--- config.mk ---
export PLATFORM = sky130hd
export DESIGN_NAME = flash_rd_seq
export DESIGN_NICKNAME = d
export VERILOG_FILES = /design/src/rtl/flash_rd_pkg.sv /design/src/rtl/frs_sync.sv /design/src/rtl/frs_ctrl.sv /design/src/rtl/frs_pins.sv /design/src/rtl/flash_rd_seq.sv
export SDC_FILE = /design/constraint.sdc
export NUM_CORES = 1
export LEC_CHECK = 0
export BUFFER_PORTS_ARGS = -buffer_cell sky130_fd_sc_hd__buf_2
export CORE_AREA = 3 3 54 76
export CTS_CLUSTER_SIZE = 14
export DETAILED_ROUTE_END_ITERATION = 6
export DIE_AREA = 0 0 57 79
export MAX_ROUTING_LAYER = met4
export PLACE_DENSITY = 0.73
export SLEW_MARGIN = 25
export SYNTH_ARGS = -nofsm -noshare
export SYNTH_HDL_FRONTEND = slang
export SYNTH_SLANG_ARGS = --single-unit
--- constraint.sdc ---
create_clock -name clk -period 1.5 [get_ports clk]
set_input_delay 0.3 -clock clk [delete_from_list [all_inputs] [get_ports clk]]
set_output_delay 0.3 -clock clk [all_outputs]
set_load 0.02 [all_outputs]
--- src/rtl/flash_rd_pkg.sv ---
// Shared types and constants of the flash read sequencer.
// Assumes: state values are dense from 0; any other code is unused.
package flash_rd_pkg;

    localparam int unsigned STATE_W = 5;

    typedef enum logic [STATE_W-1:0] {
        ST_IDLE       = 5'd0,
        ST_CMD_GO     = 5'd1,
        ST_CMD_HOLD   = 5'd2,
        ST_CMD_WEH    = 5'd3,
        ST_CMD_END    = 5'd4,
        ST_AD0_GO     = 5'd5,
        ST_AD0_HOLD   = 5'd6,
        ST_AD0_WEH    = 5'd7,
        ST_AD1_GO     = 5'd8,
        ST_AD1_HOLD   = 5'd9,
        ST_AD1_WEH    = 5'd10,
        ST_AD2_GO     = 5'd11,
        ST_AD2_HOLD   = 5'd12,
        ST_AD2_WEH    = 5'd13,
        ST_AD_END     = 5'd14,
        ST_BUSY_WAIT  = 5'd15,
        ST_READY_WAIT = 5'd16,
        ST_RD_LOW     = 5'd17,
        ST_RD_HOLD    = 5'd18,
        ST_RD_HIGH    = 5'd19
    } seq_state_t;

    localparam int unsigned ADDR_GROUPS = 3;

endpackage

--- src/rtl/frs_sync.sv ---
// Multi-stage synchronizer for one asynchronous level.
// Assumes: input is a slow level; output settles STAGES edges after a change.
module frs_sync #(
    parameter int unsigned STAGES    = 2,
    parameter logic        RESET_VAL = 1'b1
) (
    input  logic clk,
    input  logic rst_n,
    input  logic async_in,
    output logic sync_out
);
    logic [STAGES-1:0] chain_q;

    // Shift the sampled level through the flop chain.
    always_ff @(posedge clk) begin
        if (!rst_n) begin
            chain_q <= {STAGES{RESET_VAL}};
        end else begin
            chain_q <= {chain_q[STAGES-2:0], async_in};
        end
    end

    assign sync_out = chain_q[STAGES-1];
endmodule

--- src/rtl/frs_ctrl.sv ---
// State register and transition logic of the read sequencer.
// Assumes: dev_ready is already synchronized; unused codes fall back to idle.
module frs_ctrl
    import flash_rd_pkg::*;
(
    input  logic       clk,
    input  logic       rst_n,
    input  logic       rd_req,
    input  logic       seq_req,
    input  logic       dev_ready,
    output seq_state_t state,
    output logic       accept
);
    seq_state_t state_q;
    seq_state_t state_d;

    // Sample request only in idle.
    assign accept = (state_q == ST_IDLE) && rd_req;

    // Next-state selection for each step of the sequence.
    always_comb begin
        state_d = ST_IDLE;
        case (state_q)
            ST_IDLE: begin
                if (rd_req) begin
                    state_d = seq_req ? ST_RD_LOW : ST_CMD_GO;
                end else begin
                    state_d = ST_IDLE;
                end
            end
            ST_CMD_GO:     state_d = ST_CMD_HOLD;
            ST_CMD_HOLD:   state_d = ST_CMD_WEH;
            ST_CMD_WEH:    state_d = ST_CMD_END;
            ST_CMD_END:    state_d = ST_AD0_GO;
            ST_AD0_GO:     state_d = ST_AD0_HOLD;
            ST_AD0_HOLD:   state_d = ST_AD0_WEH;
            ST_AD0_WEH:    state_d = ST_AD1_GO;
            ST_AD1_GO:     state_d = ST_AD1_HOLD;
            ST_AD1_HOLD:   state_d = ST_AD1_WEH;
            ST_AD1_WEH:    state_d = ST_AD2_GO;
            ST_AD2_GO:     state_d = ST_AD2_HOLD;
            ST_AD2_HOLD:   state_d = ST_AD2_WEH;
            ST_AD2_WEH:    state_d = ST_AD_END;
            ST_AD_END:     state_d = ST_BUSY_WAIT;
            ST_BUSY_WAIT:  state_d = dev_ready ? ST_BUSY_WAIT : ST_READY_WAIT;
            ST_READY_WAIT: state_d = dev_ready ? ST_RD_LOW : ST_READY_WAIT;
            ST_RD_LOW:     state_d = ST_RD_HOLD;
            ST_RD_HOLD:    state_d = ST_RD_HIGH;
            ST_RD_HIGH:    state_d = ST_IDLE;
            default:       state_d = ST_IDLE;
        endcase
    end

    // State register with synchronous active-low reset.
    always_ff @(posedge clk) begin
        if (!rst_n) begin
            state_q <= ST_IDLE;
        end else begin
            state_q <= state_d;
        end
    end

    assign state = state_q;
endmodule

--- src/rtl/frs_pins.sv ---
// Pin decoder: command/address bus, latch enables, write strobe, registered read strobe.
// Assumes: ADDR_W < ADDR_GROUPS*IO_W; the upper address byte is zero-padded.
module frs_pins
    import flash_rd_pkg::*;
#(
    parameter int unsigned ADDR_W   = 23,
    parameter int unsigned IO_W     = 8,
    parameter logic [7:0]  READ_CMD = 8'h00
) (
    input  logic              clk,
    input  logic              rst_n,
    input  seq_state_t        state,
    input  logic              accept,
    input  logic [ADDR_W-1:0] addr_in,
    output logic [IO_W-1:0]   io,
    output logic              ale,
    output logic              cle,
    output logic              we_n,
    output logic              re_n,
    output logic              data_ready
);
    localparam int unsigned PAD_W = ADDR_GROUPS * IO_W;

    logic [ADDR_W-1:0] addr_q;
    logic [PAD_W-1:0]  addr_pad;
    logic [IO_W-1:0]   addr_byte [ADDR_GROUPS];
    logic [IO_W-1:0]   cmd_byte;

    // Hold the address captured at request acceptance.
    always_ff @(posedge clk) begin
        if (!rst_n) begin
            addr_q <= '0;
        end else if (accept) begin
            addr_q <= addr_in;
        end
    end

    assign addr_pad = {{(PAD_W-ADDR_W){1'b0}}, addr_q};
    assign cmd_byte = IO_W'(READ_CMD);

    for (genvar g = 0; g < ADDR_GROUPS; g++) begin : g_byte
        assign addr_byte[g] = addr_pad[g*IO_W +: IO_W];
    end

    // Decode latch enables, write strobe and bus value from the state.
    always_comb begin
        cle  = 1'b0;
        ale  = 1'b0;
        we_n = 1'b1;
        io   = '0;
        case (state)
            ST_CMD_GO, ST_CMD_HOLD: begin
                cle  = 1'b1;
                we_n = 1'b0;
                io   = cmd_byte;
            end
            ST_CMD_WEH: begin
                cle = 1'b1;
                io  = cmd_byte;
            end
            ST_CMD_END: io = cmd_byte;
            ST_AD0_GO, ST_AD0_HOLD: begin
                ale  = 1'b1;
                we_n = 1'b0;
                io   = addr_byte[0];
            end
            ST_AD0_WEH: begin
                ale = 1'b1;
                io  = addr_byte[0];
            end
            ST_AD1_GO, ST_AD1_HOLD: begin
                ale  = 1'b1;
                we_n = 1'b0;
                io   = addr_byte[1];
            end
            ST_AD1_WEH: begin
                ale = 1'b1;
                io  = addr_byte[1];
            end
            ST_AD2_GO, ST_AD2_HOLD: begin
                ale  = 1'b1;
                we_n = 1'b0;
                io   = addr_byte[2];
            end
            ST_AD2_WEH: begin
                ale = 1'b1;
                io  = addr_byte[2];
            end
            default: begin
                cle  = 1'b0;
                ale  = 1'b0;
                we_n = 1'b1;
                io   = '0;
            end
        endcase
    end

    // Registered read strobe: clear at read-low, set at read-high, else hold.
    always_ff @(posedge clk) begin
        if (!rst_n) begin
            re_n <= 1'b1;
        end else if (state == ST_RD_LOW) begin
            re_n <= 1'b0;
        end else if (state == ST_RD_HIGH) begin
            re_n <= 1'b1;
        end
    end

    assign data_ready = (state == ST_RD_HIGH);
endmodule

--- src/rtl/flash_rd_seq.sv ---
// Top of the flash read sequencer: synchronizer, controller and pin decoder.
// Assumes: host holds request until accepted; fl_ready is asynchronous.
module flash_rd_seq
    import flash_rd_pkg::*;
#(
    parameter int unsigned ADDR_W      = 23,
    parameter int unsigned IO_W        = 8,
    parameter int unsigned SYNC_STAGES = 2
) (
    input  logic              clk,
    input  logic              rst_n,
    input  logic              host_rd_req,
    input  logic              host_seq,
    input  logic [ADDR_W-1:0] host_addr,
    output logic              host_data_ready,
    output logic [IO_W-1:0]   fl_io,
    output logic              fl_ale,
    output logic              fl_cle,
    output logic              fl_we_n,
    output logic              fl_re_n,
    input  logic              fl_ready
);
    seq_state_t state;
    logic       accept;
    logic       ready_sync;

    frs_sync #(.STAGES(SYNC_STAGES), .RESET_VAL(1'b1)) u_sync (
        .clk      (clk),
        .rst_n    (rst_n),
        .async_in (fl_ready),
        .sync_out (ready_sync)
    );

    frs_ctrl u_ctrl (
        .clk       (clk),
        .rst_n     (rst_n),
        .rd_req    (host_rd_req),
        .seq_req   (host_seq),
        .dev_ready (ready_sync),
        .state     (state),
        .accept    (accept)
    );

    frs_pins #(.ADDR_W(ADDR_W), .IO_W(IO_W)) u_pins (
        .clk        (clk),
        .rst_n      (rst_n),
        .state      (state),
        .accept     (accept),
        .addr_in    (host_addr),
        .io         (fl_io),
        .ale        (fl_ale),
        .cle        (fl_cle),
        .we_n       (fl_we_n),
        .re_n       (fl_re_n),
        .data_ready (host_data_ready)
    );
endmodule

* After elaboration in Yosys (flattened, before gate mapping)
Index checks and enable logic that the tools add are counted.
Word-level totals: input port bits 28, logic and storage cells 43, output and inout port bits 13, register bits after elaboration 31
Cells by class: reduce and logical (&&, ||, !) cells 9, eq/ne operators 19, muxes and demuxes 11
Operators with widths (number):
- $pmux 5 s19 | 1
- $eq 5x4->1 const B | 8
- $pmux 8 s3 | 1
- $eq 5x3->1 const B | 4
- $eq 5x5->1 const B | 4
- $mux 5 | 3
- $reduce_or 3->1 | 4
- $eq 5x2->1 const B | 2
- $reduce_or 9->1 | 1
- $reduce_or 8->1 | 1
- $mux 1 | 6
- $eq 5x1->1 const B | 1
- $logic_not 5->1 | 1
- $reduce_bool 2->1 | 1
- $logic_and 1x1->1 | 1

* Logic depth before layout (Yosys ltp)
word-level depth 3, depth in mapped cells 5

* Cells and area by module
A second synthesis with hierarchy kept.
Unflattened totals: cell total of the unflattened synthesis 150, area, all modules 1541.5 µm²
Modules (own cells, without submodules):
- frs_pins | instances 1, area each 1214.9 µm², cells each 112
- frs_ctrl | instances 1, area each 274.0 µm², cells each 34
- frs_sync | instances 1, area each 52.6 µm², cells each 4

* Least setup slack after synthesis
Ideal clock, no wire load.
path kind reg2out, from register u_ctrl.state_q[0], in the netlist u_ctrl.state[0], to output port fl_ale, buffers on the path 2, cell stages (with the launch flop) 6, arrival time 1.453 ns, slack -0.253 ns, path through dfxtp_1 -> or2_1 -> buf_2 -> buf_2 -> a21oi_1 -> a311oi_1
Between the ends: longest elaborated chain between the ends 3, elaborated cells on any way between the ends 11, those cells by class eq/ne: 9; mux: 1; reduce/logical: 1
RTL lines:
- from (decl) | RTL line frs_ctrl.sv:14 | seq_state_t state_q;
- from (signal assigned) | RTL line frs_ctrl.sv:59 | state_q <= state_d;
- $eq 5x3->1 / $eq 5x4->1 (equally long branches) | RTL line frs_pins.sv:51 | case (state)
- $reduce_or 9->1 (no line) (*)
- $mux 1 (*) | RTL line frs_pins.sv:51
- to (decl) | RTL line flash_rd_seq.sv:17 | output logic fl_ale,
Mark *: on every way between the ends. The rest lies on a longest branch, timed or not.

* Worst setup path after layout
from register u_ctrl.state_q[1], in the netlist u_ctrl.state[1], to output port fl_io[6]
Between the ends: longest elaborated chain between the ends 3, elaborated cells on any way between the ends 13, those cells by class eq/ne: 9; mux: 1; reduce/logical: 3
RTL lines:
- $eq 5x4->1 / $eq 5x3->1 (equally long branches) | RTL line frs_pins.sv:51
- $reduce_or 3->1 (no line)
- $pmux 8 s3 (*) | RTL line frs_pins.sv:51
- to (decl) | RTL line flash_rd_seq.sv:16 | output logic [IO_W-1:0] fl_io,
Marks and branches as above.

==> results.sh <==
export IMPL_r2r_cells=4
export IMPL_cts_buffers=5
export IMPL_outcome="complete, but fails checks"
export IMPL_p_switching_w=0.000908
export IMPL_min_delay_start="fl_ready"
export IMPL_start_util=0.475
export IMPL_grt_pass1_vias=1572
export IMPL_io_buffers=40
export IMPL_gr_total_overflow=0
export IMPL_ir_drop_mv=0.828
export IMPL_dieHeight_microns=79
export IMPL_cp_buffers_inverters=2
export IMPL_antenna_found_initial=0
export IMPL_arrival_ps=1500
export IMPL_ys_seq_area_frac=0.380
export IMPL_hpwlAfterDp_mm=3.21
export IMPL_antennaDiodeCount=0
export IMPL_syn_area_sq_um=1630
export IMPL_clkSinkCount=31
export IMPL_fin_nets=273
export IMPL_viasPerCell=5.86
export IMPL_r2r_slack_ps=-30
export IMPL_dpl_worst_slack_ps=-199
export IMPL_io_pins=41
export IMPL_grt_pass1_wl_mm=7.61
export IMPL_grt_max_degree=26
export IMPL_place_congestion=0.907
export IMPL_wl_per_cell_microns=16.1
export IMPL_final_cells=286
export IMPL_cap_violations=0
export IMPL_core_region_area_sq_um=3440
export IMPL_htree_levels=2
export IMPL_reg2reg_from="u_ctrl.state[2]"
export IMPL_areaGrowthSynthToFinish_pct=40.1
export IMPL_clkTransAtPathRegs_ps=70
export IMPL_yosysTopAreaCellShare=0.380
export IMPL_routed_wl_mm=4.60
export IMPL_synth_largest_area_cell="dfxtp_1"
export IMPL_period_minus_slack_ps=1800
export IMPL_slew_violations=0
export IMPL_finalCritPeriodShare=1.20
export IMPL_fin_worst_skew_ps=6.78
export IMPL_required_ps=1200
export IMPL_die_area_sq_um=4500
export IMPL_whs_endpoint="u_sync.chain_q[0]"
export IMPL_min_path_cells=2
export IMPL_dp_cells=271
export IMPL_ant_nets=0
export IMPL_endpoint_kind="primary output"
export IMPL_path_delay_family="flip-flops"
export IMPL_cts_tree="built"
export IMPL_yosysMostFrequentCell="dfxtp_1"
export IMPL_clkPwrFrac=0.245
export IMPL_design_area_sq_um=2290
export IMPL_r2r_end="u_pins.addr_q[19]"
export IMPL_drtIter0Drc=47
export IMPL_p_leak_nw=0.922
export IMPL_ys_flop_type="dfxtp_1"
export IMPL_synth_edf_count=0
export IMPL_critPathKind="flop to primary output"
export IMPL_drive_above_1_share=0.415
export IMPL_firstDrtPassIters=4
export IMPL_violations="setup timing"
export IMPL_start_kind="flop"
export IMPL_slew_headroom=0.791
export IMPL_grt_use_total=0.221
export IMPL_cts_hold_buf=0
export IMPL_die_w_microns=57
export IMPL_synthCells=187
export IMPL_synthesis_nets=215
export IMPL_slowest_stage="dfxtp_4"
export IMPL_combPwrFrac=0.354
export IMPL_tightest_slew_ps=312
export IMPL_clkLatencyLatePin_ps=280
export IMPL_route_detailed_drc=0
export IMPL_p_int_w=0.00166
export IMPL_setup_ws_ps=-296
export IMPL_synth_common_cells="31 x dfxtp_1, 27 x nand3_1, 23 x a21boi_1"
export IMPL_cts_max_path_buffers=2
export IMPL_timing_fmax_mhz=557
export IMPL_num_rows=25
export IMPL_cp_cell_sequence="nand2b_4 > a21oi_2 > buf_4 > a221o_1 > buf_6"
export IMPL_synth_area_leaders="dfxtp_1 38%, a21boi_1 11%, nand3_1 8.3%"
export IMPL_powerDensity_nw_per_um2=1120
export IMPL_slowest_delay_ps=400
export IMPL_rsz0062_at_grt="true"
export IMPL_hold_viol=0
export IMPL_final_setup_viol_count=33
export IMPL_place_area_sq_um=1990
export IMPL_p_sw_frac=0.354
export IMPL_synth_seq_cells=31
export IMPL_async_reset_ff_frac=0
export IMPL_hp_class="input pin to flop"
export IMPL_crit_path_max_fanout=6
export IMPL_root_buffer="clkbuf_8"
export IMPL_synth_cell_types=36
export IMPL_num_vias=1675
export IMPL_avgSynthCellArea_sq_um=8.73
export IMPL_seqPwrFrac=0.401
export IMPL_synth_warning_count=0
-- power groups by stage --
stage	Sequential, W	Combinational [W]	Clock (W)
finish	0.00103	0.000908	0.000628
global route	0.00104	0.00100	0.000674
CTS	0.00102	0.000838	0.000638
detailed placement	0.00102	0.000808	0
global placement	0.00101	0.000797	0
floorplan	0.000994	0.000569	0
-- cells in the final DEF (no fill, tap or decap), drive strengths merged, types with 2 or more instances in the layout --
cell type  instances
nor3               2
a21boi            23
clkbuf             7
nor4b              9
or4b               2
a21oi              4
dfxtp             31
a221o              7
buf               71
a31oi              4
nand3             27
nand3b             2
o21ai             27
nand2b             5
nand2              2
a211oi             3
nor2               4
-- worst max-delay path by stage --
stage               slack [ps]        to            start  cells after the start
finish                    -300  fl_io[6]  u_ctrl.state[1]                      5
global route              -360  fl_io[3]  u_ctrl.state[1]                      5
CTS                       -280  fl_io[1]  u_ctrl.state[1]                      5
detailed placement        -200  fl_io[6]  u_ctrl.state[1]                      4
global placement          -180  fl_io[4]  u_ctrl.state[1]                      4
floorplan                  -80    fl_ale  u_ctrl.state[0]                      5
-- cell families (layout without fill, tap and decap cells) --
family | Yosys count | in the layout | synth area share
and+or+nand+nor | 60 | 60 | 0.242
xor gates and xnor gates | 1 | 1 | 0.00536
AOI/OAI and AO/OA | 72 | 72 | 0.297
DFF | 31 | 31 | 0.380
buffers and inverters | 23 | 82 | 0.0751
-- registers in the layout (all words and copies together), names as in the netlist --
| signal | count |
|---|---|
| u_pins.addr_q | 23 |
| u_pins.re_n | 1 |
| u_sync.chain_q | 2 |
| u_ctrl.state | 5 |
-- per-stage QoR --
stage | TNS (ps) | util | power (W) | hold WS [ps]
after floorplan | -553 | - | 0.00156 | 386
after global placement | -1460 | 0.579 | 0.00181 | 398
after detailed placement | -1660 | 0.579 | 0.00183 | 392
after CTS | -3530 | 0.636 | 0.00250 | 200
after global routing | -5140 | 0.665 | 0.00272 | 234
final | -3110 | 0.665 | 0.00257 | 204
-- routing by layer --
layer  part of all wire  wire (microns)  global-route usage
met1               0.42            1930               0.264
met2               0.52            2380               0.376
met3              0.044             202              0.0390
met4              0.018              85              0.0673
met5                  0               0                   -
-- timing repair --
| item | in CTS | in global routing |
|---|---|---|
| pin swaps | 13 | 6 |
| gates cloned | 0 | 1 |
| setup buffers | 2 | 5 |
| endpoints found under the setup margin | 34 | 36 |
| resized for setup | 38 | 13 |
| hold endpoints to repair | 0 | 0 |
-- final cells by class --
type	instances	area, sq um
Clock buffer	7	76.3
Clock inverter	1	5.00
Fill cell	297	1150
Inverter	2	11.3
Multi-Input combinational cell	133	982
Sequential cell	31	632
Tap cell	40	50.0
Timing Repair Buffer	72	531
Power figures use the tool's default switching activity.
